File: config.mk
export PLATFORM = sky130hd
export DESIGN_NAME = trig_capture
export DESIGN_NICKNAME = d
export VERILOG_FILES = /design/src/rtl/trigcap_pkg.sv /design/src/rtl/trigcap_mem.sv /design/src/rtl/trigcap_ctrl.sv /design/src/rtl/trig_capture.sv
export SDC_FILE = /design/constraint.sdc
export NUM_CORES = 1
export LEC_CHECK = 0
export ABC_AREA = 0
export BUFFER_PORTS_ARGS = -buffer_cell sky130_fd_sc_hd__buf_2
export CAP_MARGIN = 20
export CORE_ASPECT_RATIO = 0.5
export CORE_MARGIN = 1.5
export CORE_UTILIZATION = 46
export DETAILED_ROUTE_END_ITERATION = 10
export PLACE_DENSITY = 0.67
export SYNTH_ARGS = -nofsm -noshare
export SYNTH_HDL_FRONTEND = slang
export SYNTH_SLANG_ARGS = --single-unit
File: constraint.sdc
create_clock -name clk -period 3 [get_ports clk]
set_input_delay 0.6 -clock clk [delete_from_list [all_inputs] [get_ports clk]]
set_output_delay 0.6 -clock clk [all_outputs]
set_load 0.03 [all_outputs]
File: src/rtl/trigcap_pkg.sv
package trigcap_pkg;
  typedef enum logic [1:0] {
    CAP_IDLE  = 2'd0,
    CAP_ARMED = 2'd1,
    CAP_POST  = 2'd2,
    CAP_DONE  = 2'd3
  } cap_state_t;
endpackage

File: src/rtl/trigcap_mem.sv
module trigcap_mem #(
  parameter int DATA_W = 8,
  parameter int AW     = 4
) (
  input  logic              clk,
  input  logic              we,
  input  logic [AW-1:0]     waddr,
  input  logic [DATA_W-1:0] wdata,
  input  logic [AW-1:0]     raddr,
  output logic [DATA_W-1:0] rdata
);
  localparam int DEPTH = 1 << AW;

  logic [DATA_W-1:0] ram [DEPTH];

  always_ff @(posedge clk) begin
    if (we) ram[waddr] <= wdata;
    rdata <= ram[raddr];
  end
endmodule

File: src/rtl/trigcap_ctrl.sv
module trigcap_ctrl
  import trigcap_pkg::*;
#(
  parameter int AW    = 4,
  parameter int CNT_W = AW + 1
) (
  input  logic             clk,
  input  logic             rst,
  input  logic             arm,
  input  logic [CNT_W-1:0] pre_in,
  input  logic [CNT_W-1:0] post_in,
  input  logic             trigger,
  input  logic             stop,
  output logic             wr_en,
  output logic [AW-1:0]    wr_ptr,
  output logic [CNT_W-1:0] valid_o,
  output logic [CNT_W-1:0] tidx_o,
  output logic             partial_o,
  output logic             hit_o,
  output logic             done_o
);
  cap_state_t       state;
  logic [CNT_W-1:0] pre_q, post_q, post_cnt;

  always_comb begin
    wr_en = 1'b0;
    if (!arm) begin
      if (state == CAP_ARMED)
        wr_en = !stop && !(trigger && post_q == '0);
      else if (state == CAP_POST)
        wr_en = !stop;
    end
  end

  always_ff @(posedge clk) begin
    if (rst) begin
      state     <= CAP_IDLE;
      wr_ptr    <= '0;
      valid_o   <= '0;
      tidx_o    <= '0;
      partial_o <= 1'b0;
      hit_o     <= 1'b0;
      pre_q     <= '0;
      post_q    <= '0;
      post_cnt  <= '0;
    end else if (arm) begin
      state     <= CAP_ARMED;
      wr_ptr    <= '0;
      valid_o   <= '0;
      tidx_o    <= '0;
      partial_o <= 1'b0;
      hit_o     <= 1'b0;
      pre_q     <= pre_in;
      post_q    <= post_in;
      post_cnt  <= '0;
    end else begin
      case (state)
        CAP_ARMED: begin
          if (stop) begin
            state  <= CAP_DONE;
            tidx_o <= valid_o;
          end else if (trigger) begin
            hit_o     <= 1'b1;
            tidx_o    <= valid_o;
            partial_o <= (valid_o < pre_q);
            if (post_q == '0) begin
              state <= CAP_DONE;
            end else begin
              wr_ptr   <= wr_ptr + 1'b1;
              valid_o  <= valid_o + 1'b1;
              post_cnt <= CNT_W'(1);
              state    <= (post_q == CNT_W'(1)) ? CAP_DONE : CAP_POST;
            end
          end else begin
            wr_ptr <= wr_ptr + 1'b1;
            if (valid_o < pre_q) valid_o <= valid_o + 1'b1;
          end
        end
        CAP_POST: begin
          if (stop) begin
            state <= CAP_DONE;
          end else begin
            wr_ptr   <= wr_ptr + 1'b1;
            valid_o  <= valid_o + 1'b1;
            post_cnt <= post_cnt + 1'b1;
            if (post_cnt + CNT_W'(1) == post_q) state <= CAP_DONE;
          end
        end
        default: ;
      endcase
    end
  end

  assign done_o = (state == CAP_DONE);

  // history never exceeds the loaded pre depth before the trigger
  a_r2_pre_bound: assert property (@(posedge clk) disable iff (rst)
    (state == CAP_ARMED) |-> (valid_o <= pre_q));

  // post sampling never runs past the loaded post depth
  a_r3_post_bound: assert property (@(posedge clk) disable iff (rst)
    (state == CAP_POST) |-> (post_cnt < post_q));

  // a stop while capturing freezes on the next clock
  a_r5_stop_freezes: assert property (@(posedge clk) disable iff (rst)
    ((state == CAP_ARMED || state == CAP_POST) && stop && !arm) |=> done_o);

  // a trigger while idle does not start anything
  a_r6_idle_ignores: assert property (@(posedge clk) disable iff (rst)
    (state == CAP_IDLE && !arm) |=> (state == CAP_IDLE));

  // the frozen window keeps its pointer and count
  a_r9_frozen_stable: assert property (@(posedge clk) disable iff (rst)
    (done_o && !arm) |=> ($stable(wr_ptr) && $stable(valid_o)));
endmodule

File: src/rtl/trig_capture.sv
module trig_capture #(
  parameter int DATA_W = 8,
  parameter int AW     = 4,
  localparam int CNT_W = AW + 1
) (
  input  logic              clk,
  input  logic              rst,
  input  logic              arm,
  input  logic [CNT_W-1:0]  pre_depth,
  input  logic [CNT_W-1:0]  post_depth,
  input  logic [DATA_W-1:0] probe,
  input  logic              trigger,
  input  logic              stop,
  input  logic [AW-1:0]     rd_idx,
  output logic [DATA_W-1:0] rd_data,
  output logic              done,
  output logic              triggered,
  output logic              partial,
  output logic [CNT_W-1:0]  valid_count,
  output logic [CNT_W-1:0]  trig_index
);
  logic          mem_we;
  logic [AW-1:0] wp;
  logic [AW-1:0] rd_addr;

  trigcap_ctrl #(.AW(AW), .CNT_W(CNT_W)) u_ctrl (
    .clk      (clk),
    .rst      (rst),
    .arm      (arm),
    .pre_in   (pre_depth),
    .post_in  (post_depth),
    .trigger  (trigger),
    .stop     (stop),
    .wr_en    (mem_we),
    .wr_ptr   (wp),
    .valid_o  (valid_count),
    .tidx_o   (trig_index),
    .partial_o(partial),
    .hit_o    (triggered),
    .done_o   (done)
  );

  // oldest valid sample sits valid_count entries behind the write pointer
  assign rd_addr = wp - valid_count[AW-1:0] + rd_idx;

  trigcap_mem #(.DATA_W(DATA_W), .AW(AW)) u_mem (
    .clk  (clk),
    .we   (mem_we),
    .waddr(wp),
    .wdata(probe),
    .raddr(rd_addr),
    .rdata(rd_data)
  );

  // no memory write while frozen
  a_r9_no_write_frozen: assert property (@(posedge clk) disable iff (rst)
    done |-> !mem_we);

  // trigger position never lies beyond the valid window
  a_r8_index_in_window: assert property (@(posedge clk) disable iff (rst)
    (done && triggered) |-> (trig_index <= valid_count));
endmodule

==> impl_metrics.prom <==
# TYPE chip_impl_metric gauge
chip_impl_info{name="outcome",value="finished, final reports clean"} 1
chip_impl_metric{name="cts_post_setup_buffers_inserted",unit=""} 0
chip_impl_metric{name="post_synth_fa_ha_maj_area_fraction",unit=""} 0.0379
chip_impl_metric{name="detailedRoute.firstPassIterationCount",unit=""} 5
chip_impl_metric{name="globalRouteOverflowTotal",unit=""} 0
chip_impl_metric{name="global_route_wire_length_before_repair",unit="um"} 21600
chip_impl_metric{name="post-dp-hpwl",unit="um"} 8870
chip_impl_metric{name="grt_use_met2",unit=""} 0.269
chip_impl_metric{name="routed_wirelength",unit="um"} 13800
chip_impl_metric{name="grt_pass1_vias",unit=""} 3947
chip_impl_info{name="layout_common_cells",value="edfxtp_1 (128), buf_2 (47), dfxtp_1 (41)"} 1
chip_impl_metric{name="met3_capacity_usage_during_global_routing",unit=""} 0.0493
chip_impl_metric{name="areaGrowthSynthToFinish",unit="%"} 15.7
chip_impl_metric{name="fmax",unit="GHz"} 0.371
chip_impl_metric{name="row_count",unit=""} 32
chip_impl_metric{name="cts.reportedPaths.clkPinSlew",unit="ps"} 70
chip_impl_metric{name="synth_edf_count",unit=""} 128
chip_impl_metric{name="fillerInstances",unit=""} 1223
chip_impl_metric{name="postSynthAreaPerCell",unit="um2"} 15.7
chip_impl_info{name="min_path_type",value="in -> reg"} 1
chip_impl_metric{name="routed_via_density",unit=""} 5.34
chip_impl_metric{name="critPathArrivalTime",unit="ps"} 3000
chip_impl_metric{name="max-cap-violations",unit=""} 0
chip_impl_metric{name="die_outline_area",unit="mm2"} 0.0164
chip_impl_metric{name="ctsLongestPathBuffers",unit=""} 2
chip_impl_metric{name="slew_headroom",unit=""} 0.365
chip_impl_metric{name="post_cts.resized_instances",unit=""} 0
chip_impl_metric{name="drc_errors",unit=""} 0
chip_impl_metric{name="io_buffers",unit=""} 47
chip_impl_metric{name="fp.dieH",unit="um"} 91.4
chip_impl_metric{name="layout-drive-gt1-share",unit=""} 0.267
chip_impl_metric{name="die_w",unit="um"} 180
chip_impl_metric{name="synth_async_sr_flop_share",unit=""} 0
chip_impl_metric{name="dr.first_iter.drc_count",unit=""} 228
chip_impl_metric{name="route.antenna.remaining_nets",unit=""} 0
chip_impl_metric{name="timing.final.crit_period",unit="ps"} 2700
chip_impl_metric{name="final_net_count",unit=""} 571
chip_impl_metric{name="power-per-cell-area",unit="mW/mm2"} 710
chip_impl_metric{name="worst_pin_slew",unit="ps"} 950
chip_impl_metric{name="synth-seq-area-share",unit=""} 0.648
chip_impl_metric{name="worst_ep_required_time",unit="ps"} 3310
chip_impl_metric{name="gpl.final_weighted_congestion",unit=""} 0.770
chip_impl_metric{name="worst_clock_skew",unit="ps"} 11.9
chip_impl_metric{name="number_of_buffers_added_by_the_clock_tree_synthesis_step",unit=""} 17
chip_impl_metric{name="final_hold_viol_count",unit=""} 0
chip_impl_metric{name="maximum_fanout_encountered_on_the_critical_timing_path",unit=""} 32
chip_impl_metric{name="synthCells",unit=""} 458
chip_impl_metric{name="routed_length_per_placed_instance",unit="um"} 18.6
chip_impl_metric{name="max-vdd-ir-drop",unit="mV"} 0.406
chip_impl_metric{name="dr_vias",unit=""} 3957
chip_impl_metric{name="synth-compound-area-share",unit=""} 0.0626
chip_impl_metric{name="clkLatencyLatePin",unit="ps"} 430
chip_impl_metric{name="top_level_ports",unit=""} 48
chip_impl_info{name="grt_setup_unrepaired",value="no"} 1
chip_impl_info{name="setup.worst_path.class",value="reg -> reg"} 1
chip_impl_metric{name="post_synth_mux_area_share",unit=""} 0.135
chip_impl_metric{name="numPlacedInstances",unit=""} 709
chip_impl_metric{name="ys_warn_count",unit=""} 0
chip_impl_metric{name="basic_gate_share_of_the_synthesized_area_counting_and_or_nand_and_nor_cells",unit=""} 0.0732
chip_impl_info{name="worst_setup_path_start_kind",value="flip-flop"} 1
chip_impl_metric{name="setup.reg_to_reg.worst_slack",unit="ps"} 300
chip_impl_metric{name="postSynthRegisterBits",unit=""} 169
chip_impl_info{name="cts.root.buffer_cell",value="clkbuf_16"} 1
chip_impl_metric{name="cts.htree.levels",unit=""} 4
chip_impl_metric{name="cts.hold.buffers_added",unit=""} 0
chip_impl_metric{name="start_util",unit=""} 0.469
chip_impl_metric{name="grt_antenna_before_repair",unit=""} 0
chip_impl_metric{name="hold_path_depth",unit=""} 3
chip_impl_metric{name="slew_violations",unit=""} 0
chip_impl_info{name="tritoncts",value="yes"} 1
chip_impl_metric{name="instances_no_fill",unit=""} 741
chip_impl_metric{name="synth_net_count",unit=""} 505
chip_impl_metric{name="synth.cell_area",unit="mm2"} 0.00719
chip_impl_metric{name="global_route.usage.met1",unit=""} 0.250
chip_impl_metric{name="ff2ff_path_depth",unit=""} 8
chip_impl_metric{name="setup_viol",unit=""} 0
chip_impl_info{name="global_route.peak_usage_layer",value="met2"} 1
chip_impl_info{name="critPathCaptureType",value="flip-flop"} 1
chip_impl_metric{name="grt_usage",unit=""} 0.178
chip_impl_metric{name="cellLeakagePower",unit="uW"} 0.00298
chip_impl_metric{name="final_min_period_over_clock_period",unit=""} 0.899
chip_impl_info{name="ys_dominant_reg_cell",value="edfxtp_1"} 1
chip_impl_metric{name="final.setup.tns",unit="ps"} 0
chip_impl_info{name="layout.cells.most_common",value="edfxtp_1"} 1
chip_impl_info{name="synth_top_family_by_area",value="multiplexers"} 1
chip_impl_metric{name="clock_sinks",unit=""} 169
chip_impl_metric{name="grt_start_max_net_pins",unit=""} 33
chip_impl_metric{name="synth_cell_type_count",unit=""} 52
chip_impl_metric{name="floorplan.core_area",unit="mm2"} 0.0153
chip_impl_metric{name="yosys.area_share.xor_xnor",unit=""} 0.0146
==> logic make-up (layout without fill, tap and decap cells) <==
logic type / after synthesis / after routing
other cells: 0 / 1
fa+ha+maj: 20 / 20
flops: 169 / 169
xor+xnor: 12 / 12
mux: 57 / 57
simple gates: 97 / 97
compound gates: 61 / 61
buf+inv: 42 / 120
==> area by class of cell <==
class / count / area [um2] / area share
clock inverter: 13 / 135 / 0.0162
timing repair buffer: 65 / 408 / 0.0490
antenna: 1 / 2.50 / 0.000301
inverter: 24 / 90.1 / 0.0108
sequential: 169 / 4660 / 0.561
clock buffer: 18 / 429 / 0.0516
tap: 204 / 255 / 0.0307
multi-input combinational: 247 / 2340 / 0.281
==> final timing paths <==
check                                                     to                           from
worst min register to register     u_ctrl.hit_o$_SDFFE_PP0P_      u_ctrl.hit_o$_SDFFE_PP0P_
worst max register to register        u_mem.rdata[2]$_DFF_P_  u_ctrl.wr_ptr[1]$_SDFFE_PP0P_
worst max-delay path                  u_mem.rdata[2]$_DFF_P_  u_ctrl.wr_ptr[1]$_SDFFE_PP0P_
worst min-delay path            u_ctrl.pre_q[3]$_SDFFE_PP0P_                   pre_depth[3]
==> stage by stage <==
stage          worst slack (ps)  cell area (um2)  utilization  hold WS (ps)  total power, uW
6_report                    303             8320        0.543           406             5900
5_1_grt                     138             8320        0.542           408             6160
4_1_cts                     293             8320        0.542           397             5960
3_5_place_dp               11.1             7750        0.506           460             3860
3_3_place_gp               84.5             7750        0.506           455             3850
2_1_floorplan               129             7200            -           460             3570
==> critical path, cell delays in order (launching register included) <==
cell and delay (ps):
dfxtp_1 370, inv_1 110, fa_1 500, fa_1 600, buf_12 230, mux4_2 310, nor2b_1 140, a211oi_1 220
a21oi_1 70
==> report_power, final <==
part / switching (uW) / total (uW) / leakage [uW] / internal [uW]
sequential: 43.6 / 2650 / 0.00149 / 2610
clock: 949 / 2120 / 0.000276 / 1170
combinational: 634 / 1140 / 0.00121 / 506
==> per-layer routing <==
metal,routed length (um),share of wire,vias to the layer above
met2,6290,0.46,114
met1,6470,0.47,1945
met3,878,0.064,15
li1,-,-,1883
met5,0,0,-
met4,148,0.011,0
==> cell usage after synthesis (2+ instances only) <==
library cell  number  area share
o211ai_1           5      0.0052
buf_2              6      0.0042
nor3b_1            3      0.0031
nand2b_1           6      0.0052
xor2_1             3      0.0037
nor2b_1            9      0.0078
or3_1              5      0.0043
o21ai_1            5      0.0035
ha_1              17       0.030
inv_1             24       0.013
mux4_2            32        0.10
a21o_1             2      0.0021
clkbuf_8           2      0.0038
xnor2_1            9       0.011
clkbuf_1           5      0.0026
and2_1            14       0.012
a32o_1             3      0.0042
nor3_1             4      0.0028
nand3_1            3      0.0021
a211oi_1           8      0.0083
o21ai_0            8      0.0056
a21oi_1           18       0.013
edfxtp_1         128        0.53
buf_4              3      0.0031
mux2i_1           25       0.035
nor4_1             4      0.0035
nand2_1            8      0.0042
fa_1               3      0.0083
nor2_1            33       0.017
dfxtp_1           41        0.11
==> sequential cells by signal (all words and copies together), names as in the netlist <==
signal            cells
u_ctrl.state          2
u_ctrl.pre_q          5
u_mem.rdata           8
u_ctrl.wr_ptr         4
u_ctrl.post_q         5
u_ctrl.post_cnt       5
u_ctrl.partial_o      1
u_ctrl.valid_o        5
u_ctrl.tidx_o         5
u_mem.ram           128
u_ctrl.hit_o          1
No activity file was read; power rests on OpenSTA's default activity.
